`src/rtl/kbd_rx_pkg.sv`:
```
package kbd_rx_pkg;

    typedef enum logic [1:0] {
        S_REST   = 2'd0,
        S_DATA   = 2'd1,
        S_PARITY = 2'd2,
        S_TAIL   = 2'd3
    } rx_state_t;

    typedef enum logic [1:0] {
        EV_NONE   = 2'd0,
        EV_DONE   = 2'd1,
        EV_FRAME  = 2'd2,
        EV_PARITY = 2'd3
    } rx_event_t;

endpackage

```
`src/rtl/kbd_line_cond.sv`:
```
// Synchronises both keyboard lines, filters the clock line and flags its
// rising edges together with the data level present at that edge.
module kbd_line_cond #(
    parameter int SYNC_STAGES = 2,
    parameter int FILT_LEN    = 4
) (
    input  logic clk,
    input  logic rst_n,
    input  logic kb_clk_i,
    input  logic kb_data_i,
    output logic rise_o,
    output logic data_o
);
    localparam int FW = $clog2(FILT_LEN + 1);
    localparam logic [FW-1:0] FILT_LAST = FW'(FILT_LEN - 1);

    logic [SYNC_STAGES-1:0] clk_sh;
    logic [SYNC_STAGES-1:0] dat_sh;
    logic                   clk_s;
    logic                   filt_q;
    logic                   filt_d;
    logic [FW-1:0]          filt_cnt;

    // Idle level of both lines is high.
    always_ff @(posedge clk or negedge rst_n) begin
        if (!rst_n) begin
            clk_sh <= '1;
            dat_sh <= '1;
        end else begin
            clk_sh <= {clk_sh[SYNC_STAGES-2:0], kb_clk_i};
            dat_sh <= {dat_sh[SYNC_STAGES-2:0], kb_data_i};
        end
    end

    assign clk_s  = clk_sh[SYNC_STAGES-1];
    assign data_o = dat_sh[SYNC_STAGES-1];

    // Filtered level moves only after FILT_LEN consecutive disagreeing samples.
    always_ff @(posedge clk or negedge rst_n) begin
        if (!rst_n) begin
            filt_q   <= 1'b1;
            filt_cnt <= '0;
        end else if (clk_s == filt_q) begin
            filt_cnt <= '0;
        end else if (filt_cnt == FILT_LAST) begin
            filt_q   <= clk_s;
            filt_cnt <= '0;
        end else begin
            filt_cnt <= filt_cnt + 1'b1;
        end
    end

    always_ff @(posedge clk or negedge rst_n) begin
        if (!rst_n) filt_d <= 1'b1;
        else        filt_d <= filt_q;
    end

    assign rise_o = filt_q & ~filt_d;

    // Filtered edges are at least FILT_LEN cycles apart.
    assert_rise_isolated_R3: assert property (@(posedge clk) disable iff (!rst_n)
        rise_o |=> !rise_o)
        else $error("rise pulse wider than one cycle");

endmodule

```
`src/rtl/kbd_rx_fsm.sv`:
```
// Frame controller: start check, LSB-first shift, odd parity, stop wait,
// inter-edge timeout.
module kbd_rx_fsm
    import kbd_rx_pkg::*;
#(
    parameter int DATA_W      = 8,
    parameter int TIMEOUT_CYC = 500000
) (
    input  logic              clk,
    input  logic              rst_n,
    input  logic              rise_i,
    input  logic              din_i,
    output logic [DATA_W-1:0] byte_o,
    output logic              byte_done_o,
    output logic              frame_err_o,
    output logic              parity_err_o,
    output logic              resend_o
);
    localparam int CW = (DATA_W > 1) ? $clog2(DATA_W) : 1;
    localparam int TW = $clog2(TIMEOUT_CYC + 1);
    localparam logic [CW-1:0] BIT_LAST = CW'(DATA_W - 1);
    localparam logic [TW-1:0] TMO_LAST = TW'(TIMEOUT_CYC - 1);

    rx_state_t         state, state_n;
    rx_event_t         ev;
    logic [DATA_W-1:0] shreg;
    logic              par_acc;
    logic [CW-1:0]     bit_cnt;
    logic [TW-1:0]     timer;
    logic              timeout;
    logic              bit_last;

    assign timeout  = (timer == TMO_LAST);
    assign bit_last = (bit_cnt == BIT_LAST);

    // State register
    always_ff @(posedge clk or negedge rst_n) begin
        if (!rst_n) state <= S_REST;
        else        state <= state_n;
    end

    // Next state and frame event
    always_comb begin
        state_n = state;
        ev      = EV_NONE;
        unique case (state)
            S_REST: begin
                if (rise_i) begin
                    if (!din_i) state_n = S_DATA;
                    else        ev      = EV_FRAME;
                end
            end
            S_DATA: begin
                if (timeout) begin
                    state_n = S_REST;
                    ev      = EV_FRAME;
                end else if (rise_i && bit_last) begin
                    state_n = S_PARITY;
                end
            end
            S_PARITY: begin
                if (timeout) begin
                    state_n = S_REST;
                    ev      = EV_FRAME;
                end else if (rise_i) begin
                    if (par_acc ^ din_i) begin
                        state_n = S_TAIL;
                    end else begin
                        state_n = S_REST;
                        ev      = EV_PARITY;
                    end
                end
            end
            S_TAIL: begin
                if (timeout) begin
                    state_n = S_REST;
                    ev      = EV_FRAME;
                end else if (!din_i) begin
                    state_n = S_REST;
                    ev      = EV_DONE;
                end
            end
            default: state_n = S_REST;
        endcase
    end

    // Datapath: shift register, parity accumulator, bit counter, timer
    always_ff @(posedge clk or negedge rst_n) begin
        if (!rst_n) begin
            shreg   <= '0;
            par_acc <= 1'b0;
            bit_cnt <= '0;
            timer   <= '0;
        end else begin
            if (state == S_REST || rise_i) timer <= '0;
            else                           timer <= timer + 1'b1;

            if (ev == EV_FRAME || ev == EV_PARITY) begin
                shreg   <= '0;
                par_acc <= 1'b0;
                bit_cnt <= '0;
            end else if (state == S_REST && rise_i && !din_i) begin
                shreg   <= '0;
                par_acc <= 1'b0;
                bit_cnt <= '0;
            end else if (state == S_DATA && rise_i) begin
                shreg   <= {din_i, shreg[DATA_W-1:1]};
                par_acc <= par_acc ^ din_i;
                bit_cnt <= bit_cnt + 1'b1;
            end
        end
    end

    // Registered event outputs
    always_ff @(posedge clk or negedge rst_n) begin
        if (!rst_n) begin
            byte_done_o  <= 1'b0;
            frame_err_o  <= 1'b0;
            parity_err_o <= 1'b0;
            resend_o     <= 1'b0;
        end else begin
            byte_done_o  <= (ev == EV_DONE);
            frame_err_o  <= (ev == EV_FRAME);
            parity_err_o <= (ev == EV_PARITY);
            resend_o     <= (ev == EV_FRAME) || (ev == EV_PARITY);
        end
    end

    assign byte_o = shreg;

    assert_one_event_R11: assert property (@(posedge clk) disable iff (!rst_n)
        $onehot0({byte_done_o, frame_err_o, parity_err_o}))
        else $error("more than one frame event at once");

    assert_ferr_pulse_R11: assert property (@(posedge clk) disable iff (!rst_n)
        frame_err_o |=> !frame_err_o)
        else $error("frame error wider than one cycle");

    assert_err_rest_R7: assert property (@(posedge clk) disable iff (!rst_n)
        (frame_err_o || parity_err_o) |-> (state == S_REST))
        else $error("receiver not at rest after fault");

endmodule

```
`src/rtl/kbd_byte_hold.sv`:
```
// One-deep output register with valid/ready and overrun drop.
module kbd_byte_hold #(
    parameter int DATA_W = 8
) (
    input  logic              clk,
    input  logic              rst_n,
    input  logic [DATA_W-1:0] byte_i,
    input  logic              byte_done_i,
    output logic [DATA_W-1:0] data_o,
    output logic              valid_o,
    input  logic              ready_i,
    output logic              overrun_o
);
    logic load;
    logic take;

    assign take = valid_o & ready_i;
    assign load = byte_done_i & (~valid_o | ready_i);

    always_ff @(posedge clk or negedge rst_n) begin
        if (!rst_n) begin
            data_o    <= '0;
            valid_o   <= 1'b0;
            overrun_o <= 1'b0;
        end else begin
            if (load) begin
                data_o  <= byte_i;
                valid_o <= 1'b1;
            end else if (take) begin
                valid_o <= 1'b0;
            end
            overrun_o <= byte_done_i & valid_o & ~ready_i;
        end
    end

    assert_hold_stable_R9: assert property (@(posedge clk) disable iff (!rst_n)
        (valid_o && !ready_i) |=> (valid_o && $stable(data_o)))
        else $error("held byte changed before consumption");

    assert_overrun_kept_R10: assert property (@(posedge clk) disable iff (!rst_n)
        overrun_o |-> valid_o)
        else $error("overrun without a held byte");

endmodule

```
`src/rtl/kbd_frame_rx.sv`:
```
module kbd_frame_rx #(
    parameter int          DATA_W      = 8,
    parameter int          SYNC_STAGES = 2,
    parameter int          FILT_LEN    = 4,
    parameter int          TIMEOUT_CYC = 500000,
    parameter logic [7:0]  RESEND_CODE = 8'hFE
) (
    input  logic              clk,
    input  logic              rst_n,
    input  logic              kb_clk_i,
    input  logic              kb_data_i,
    input  logic              inhibit_i,
    output logic              kb_data_pull_o,
    output logic [DATA_W-1:0] rx_data_o,
    output logic              rx_valid_o,
    input  logic              rx_ready_i,
    output logic              overrun_o,
    output logic              frame_err_o,
    output logic              parity_err_o,
    output logic              resend_req_o,
    output logic [7:0]        resend_code_o
);
    logic              rise;
    logic              din;
    logic [DATA_W-1:0] shifted;
    logic              done;

    assign kb_data_pull_o = inhibit_i;
    assign resend_code_o  = RESEND_CODE;

    kbd_line_cond #(
        .SYNC_STAGES(SYNC_STAGES),
        .FILT_LEN   (FILT_LEN)
    ) u_cond (
        .clk      (clk),
        .rst_n    (rst_n),
        .kb_clk_i (kb_clk_i),
        .kb_data_i(kb_data_i),
        .rise_o   (rise),
        .data_o   (din)
    );

    kbd_rx_fsm #(
        .DATA_W     (DATA_W),
        .TIMEOUT_CYC(TIMEOUT_CYC)
    ) u_fsm (
        .clk         (clk),
        .rst_n       (rst_n),
        .rise_i      (rise),
        .din_i       (din),
        .byte_o      (shifted),
        .byte_done_o (done),
        .frame_err_o (frame_err_o),
        .parity_err_o(parity_err_o),
        .resend_o    (resend_req_o)
    );

    kbd_byte_hold #(
        .DATA_W(DATA_W)
    ) u_hold (
        .clk        (clk),
        .rst_n      (rst_n),
        .byte_i     (shifted),
        .byte_done_i(done),
        .data_o     (rx_data_o),
        .valid_o    (rx_valid_o),
        .ready_i    (rx_ready_i),
        .overrun_o  (overrun_o)
    );

    assert_resend_tracks_R11: assert property (@(posedge clk) disable iff (!rst_n)
        resend_req_o |-> (frame_err_o || parity_err_o))
        else $error("resend request without an error");

endmodule

```
`config.mk`:
```
export PLATFORM = sky130hd
export DESIGN_NAME = kbd_frame_rx
export DESIGN_NICKNAME = d
export VERILOG_FILES = /design/src/rtl/kbd_rx_pkg.sv /design/src/rtl/kbd_line_cond.sv /design/src/rtl/kbd_rx_fsm.sv /design/src/rtl/kbd_byte_hold.sv /design/src/rtl/kbd_frame_rx.sv
export SDC_FILE = /design/constraint.sdc
export NUM_CORES = 1
export LEC_CHECK = 0
export ABC_AREA = 1
export CAP_MARGIN = 5
export CORE_ASPECT_RATIO = 1.25
export CORE_MARGIN = 2
export CORE_UTILIZATION = 55
export DETAILED_ROUTE_END_ITERATION = 6
export PLACE_DENSITY = 0.77
export SLEW_MARGIN = 20
export SYNTH_ARGS = -nofsm -noshare
export SYNTH_HDL_FRONTEND = slang
export SYNTH_HIERARCHICAL = 1
export SYNTH_SLANG_ARGS = --single-unit
export TNS_END_PERCENT = 20
```
`constraint.sdc`:
```
create_clock -name clk -period 2.2 [get_ports clk]
set_clock_uncertainty 0.1 [all_clocks]
set_input_delay 0.66 -clock clk [delete_from_list [all_inputs] [get_ports clk]]
set_output_delay 0.66 -clock clk [all_outputs]
set_load 0.01 [all_outputs]
```
==> impl_metrics.yaml, run 1 <==
cts:
  cts_resized: 0
  holdBufCountCts: 0
  cts_max_level: 2
  clkTransAtPathRegs_ns: 0.09
  cts-root-buf: "clkbuf_8"
  clockBufferDepth: 2
  numCtsBuffers: 5
  cts_setup_buffers: 0
  cts_tree: "yes"
  cts_sinks: 56
  insertion_delay_ns: 0.32
sta:
  fin_crit_sh_pct: 91.59
  max_freq_mhz: 496.3
  hold_ws_ns: 0.2223
  worstMarginPinSlew_ns: 0.5147
  setup_slack_ns: 0.1850
  setup_viol: 0
  rsz0062_at_grt: "false"
  drv_slew: 0
  finalHoldViolations: 0
  fin_setup_tns_ns: 0
  finalCriticalPeriod_ns: 2.015
  slew_headroom_pct: 65.68
place:
  placed_cells: 401
  pre_cts_slack_ns: 0.3232
  gp_congestion: 0.8332
  dp_hpwl_mm: 3.811
  portBuffers: 17
logic_synthesis:
  ys_types: 35
  synth_xor_xnor_area_share_pct: 1.226
  synth_enable_flop_cells: 0
  synthArstFlopShare_pct: 100.0
  synth_seq_cells: 56
  syn_inst: 327
  synth_top_family_by_area: "simple AND/OR/NAND/NOR gates"
  synth_compound_area_share_pct: 4.028
  netlist_area_sq_um: 2858
  synth_fa_ha_area_share_pct: 1.751
  muxShareOfSynthArea_pct: 0
  yosysWarnings: 6
  synth_top_flop_cell: "dfrtp_1"
  synth_seq_area_share_pct: 49.30
  synth-simple-area-share_pct: 34.15
  avgSynthCellArea_sq_um: 8.739
layout:
  nets: 356
  final_common_cell: "nand2_1"
  layout_common_cells: "nand2_1 (73), dfrtp_1 (50), nand3_1 (33)"
  syn_to_final_growth_pct: 9.982
  antenna_cells: 0
  drive_gt1_share_pct: 17.87
  final_util_pct: 62.32
  final_cells: 409
  nFillCells: 457
critical_path:
  reg2reg_depth: 9
  crit_buf_inv: 1
  path_class: "flop to output pin"
  cpPeakStageDelay_ns: 0.55
  crit_path_max_fanout: 2
  r2r_slack_ns: 0.32
  cpMaxStageDelayCell: "clkdlybuf4s50_1"
  crit_cells: 1
  worstPathArrival_ns: 1.25
  start_kind: "flop"
  setup.worst_path.end_class: "output pin"
  path_cells: "clkdlybuf4s50_1"
  crit_required_ns: 1.44
  worst_path_dominant_cell_family: "buffers and inverters"
pwr:
  p_int_mw: 1.834
  p_leak_nw: 1.534
  switchingPower_mw: 1.018
  p_sw_share_pct: 35.69
  comb_power_share_pct: 29.2
  ir_drop_uv: 479.7
  cellPowerDensity_nw_per_um2: 907.1
  seq_power_share_pct: 46.8
  power_frac_clock_pct: 24.0
floorplan:
  io_pins: 28
  start_util_pct: 56.66
  rows: 29
  dieArea_sq_um: 5792
  core_sq_um: 5044
  die_y_um: 84.59
  die_w_um: 68.47
detailed_routing:
  drt_iter0_drc: 60
  finalWirelength_mm: 5.064
  ant_nets: 0
  drc: 0
  first_pass_iters: 4
  routedWlPerCell_um: 12.38
  drt-vias-per-instance: 5.181
  vias: 2119
job:
  cap_violations: 0
grt:
  grt_start_max_net_pins: 36
  grt_overflow: 0
  grt_use_total_pct: 19.36
  antenna_found_initial: 0
  grt_pass1_wl_mm: 8.562
  first_global_vias: 1970
status:
  status: "complete, no violations"
min_path:
  min_path_type: "input pin to async pin"
-- area by class of cell --
type	count	area, sq um	area share (%)
sequential	56	1409	44.82
multi-input combinational	225	1206	38.38
timing repair buffer	21	195.2	6.210
inverter	37	140.1	4.459
tap	62	77.57	2.468
clock buffer	5	68.82	2.189
clock inverter	3	46.29	1.473
-- routing by layer --
metal | part of all wire (%) | track usage [%] | vias to the layer above
met5 | 0 | 0 | -
li1 | - | - | 1072
met3 | 3.5 | 3.351 | 6
met2 | 53 | 33.48 | 42
met1 | 42 | 23.04 | 999
met4 | 1.5 | 7.818 | 0
-- worst paths after layout --
check / start / to
worst max-delay path: u_hold/valid_o / rx_valid_o
worst min-delay path: rst_n / u_fsm/state[1]
worst max register to register: u_cond/filt_q / u_fsm/frame_err_o
worst min register to register: u_cond/clk_sh[0] / u_cond/clk_sh[1]
max in group asynchronous: rst_n / u_cond/dat_sh[0]
min in group clk: u_cond/clk_sh[0] / u_cond/clk_sh[1]
-- stage by stage --
step	total power [mW]	cell area, sq um
global placement	2.166	3028
CTS	2.884	3143
finish	2.851	3143
detailed placement	2.196	3028
global route	3.045	3143
floorplan	1.971	2880
-- cells by family (layout without fill, tap and decap cells) --
logic type	Yosys count	after routing
AND/OR/NAND/NOR	188	188
flip-flops	56	56
buffers and inverters	52	66
AO/OA/AOI/OAI	21	21
adder cells (fa/ha/maj)	4	4
XOR/XNOR	4	4
other	2	8
-- power by group through the flow --
stage          clock, mW  combinational, mW  sequential [mW]
5_1_grt            0.743              0.948             1.35
3_3_place_gp           0              0.817             1.35
4_1_cts            0.708              0.840             1.34
3_5_place_dp           0              0.838             1.36
2_1_floorplan          0              0.641             1.33
6_report           0.685              0.834             1.33
-- cell usage after synthesis (all sizes together) (2+ instances only) --
cell type | number | area share [%]
nor2 | 41 | 6.8
xor2 | 4 | 1.2
nor3 | 7 | 1.6
ha | 4 | 1.8
a31oi | 2 | 0.44
nand2 | 83 | 12
nand4 | 7 | 2.1
o21ai | 9 | 1.6
a21oi | 7 | 1.2
a211oi | 3 | 0.79
buf | 14 | 4.2
inv | 36 | 4.7
nand3b | 2 | 0.53
nand3 | 45 | 10
dfrtp | 50 | 44
conb | 2 | 0.26
dfstp | 6 | 5.5
-- state kept, by name, summed over array words and instances, names as in the netlist --
| signal | cells |
|---|---|
| u_cond/clk_sh | 2 |
| u_cond/dat_sh | 2 |
| u_cond/filt_cnt | 3 |
| u_cond/filt_d | 1 |
| u_cond/filt_q | 1 |
| u_fsm/bit_cnt | 3 |
| u_fsm/byte_done_o | 1 |
| u_fsm/byte_o | 8 |
| u_fsm/frame_err_o | 1 |
| u_fsm/par_acc | 1 |
| u_fsm/parity_err_o | 1 |
| u_fsm/resend_o | 1 |
| u_fsm/state | 2 |
| u_fsm/timer | 19 |
| u_hold/data_o | 8 |
| u_hold/overrun_o | 1 |
| u_hold/valid_o | 1 |
Note: power is estimated with default switching activity, not from simulation.
==> inputs of run 2 (changes only) <==
Clock period 2.2 ns to 1.9 ns, I/O delays scaled along.
==> run 2 against run 1 <==
Compared with the run above: sequential power increased by 15%; global-route usage grew 0.34 points; combinational power is 28% higher; power increased by 19%; via count increased by 2.8%.
==> impl_metrics.yaml, run 2 (synthesis gave the netlist of run 1 again) <==
sta:
  fin_setup_tns_ns: 0
  rsz0062_at_grt: "false"
  fin_crit_sh_pct: 97.15
  finalHoldViolations: 0
  hold_ws_ns: 0.1418
  setup_slack_ns: 0.05414
  setup_viol: 0
  finalCriticalPeriod_ns: 1.846
  max_freq_mhz: 541.8
  drv_slew: 0
pwr:
  ir_drop_uv: 608.3
  cellPowerDensity_nw_per_um2: 1048
  p_leak_nw: 1.755
detailed_routing:
  first_pass_iters: 4
  drt-vias-per-instance: 5.251
  routedWlPerCell_um: 12.21
  vias: 2179
  drc: 0
  finalWirelength_mm: 5.066
  ant_nets: 0
  drt_iter0_drc: 110
floorplan:
  core_sq_um: 5044
  start_util_pct: 56.66
  io_pins: 28
  die_w_um: 68.47
  dieArea_sq_um: 5792
  rows: 29
  die_y_um: 84.59
critical_path:
  path_class: "flop to output pin"
  setup.worst_path.end_class: "output pin"
  crit_buf_inv: 1
  start_kind: "flop"
  cpMaxStageDelayCell: "clkdlybuf4s50_1"
  worst_path_dominant_cell_family: "buffers and inverters"
  crit_path_max_fanout: 1
  crit_required_ns: 1.23
  cpPeakStageDelay_ns: 0.53
  worstReg2RegEnd: "u_fsm/bit_cnt[0]"
  regToRegStartpoint: "u_cond/filt_q"
  r2r_slack_ns: 0.17
  worstPathArrival_ns: 1.18
  path_cells: "clkdlybuf4s50_1"
  reg2reg_depth: 9
  crit_cells: 1
layout:
  syn_to_final_growth_pct: 12.87
  layout_common_cells: "nand2_1 (73), dfrtp_1 (50), nand3_1 (33)"
  nets: 362
  largest_register_ffs: 19
  antenna_cells: 0
  final_util_pct: 63.95
  final_common_cell: "nand2_1"
  regMostFlops: "u_fsm/timer"
  fin_area_sq_um: 3226
  drive_gt1_share_pct: 19.26
place:
  place_area_sq_um: 3078
  dp_hpwl_mm: 3.654
  pre_cts_slack_ns: 0.1482
  gp_congestion: 0.8774
  portBuffers: 17
grt:
  grt_pass1_wl_mm: 8.832
  grt_overflow: 0
  grt_start_max_net_pins: 57
  antenna_found_initial: 0
  first_global_vias: 2137
  grt_use_total_pct: 19.71
cts:
  cts_tree: "yes"
  numCtsBuffers: 5
  insertion_delay_ns: 0.31
  cts_sinks: 56
  cts-root-buf: "clkbuf_8"
  clockBufferDepth: 2
  clkTransAtPathRegs_ns: 0.10
  cts_max_level: 2
job:
  cap_violations: 0
status:
  status: "complete, no violations"
min_path:
  min_path_type: "input pin to async pin"
run 2: where the power goes:
group | leakage, nW | switching (mW) | internal, mW
clock network | 0.0558 | 0.382 | 0.399
registers | 0.750 | 0.148 | 1.38
logic | 0.949 | 0.660 | 0.409
total | 1.76 | 1.19 | 2.19
run 2: worst max-delay path by stage:
stage,start,end,slack (ns)
floorplan,u_cond/filt_q,u_fsm/bit_cnt[1],0.22
global placement,u_cond/filt_q,u_fsm/frame_err_o,0.16
detailed placement,u_cond/filt_q,u_fsm/frame_err_o,0.15
CTS,u_hold/data_o[2],rx_data_o[2],0.01
global route,u_fsm/resend_o,resend_req_o,0.004
finish,u_fsm/resend_o,resend_req_o,0.05
run 2: cell type report:
type / count / area, sq um
clock buffer: 6 / 72.57
sequential: 56 / 1409
tap: 62 / 77.57
multi-input combinational: 225 / 1210
timing repair buffer: 27 / 277.8
inverter: 37 / 140.1
fill: 430 / 1818
clock inverter: 2 / 38.79
run 2: what timing repair did:
item,in CTS,in global routing
endpoints found under the setup margin,1,11
buffers inserted,1,0
resized for setup,0,11
hold buffers,0,0
run 2: layer usage:
metal | track usage [%] | up-vias | share of wire, %
met4 | 7.091 | 0 | 2.4
met2 | 35.05 | 53 | 52
met5 | 0 | - | 0
met1 | 22.56 | 1031 | 41
met3 | 3.887 | 16 | 4.2
li1 | - | 1079 | -
run 2: per-stage QoR:
stage	std cells	total power, mW
after floorplan	333	2.282
after global placement	406	2.586
after detailed placement	406	2.621
after CTS	415	3.420
after global routing	415	3.619
final	415	3.381
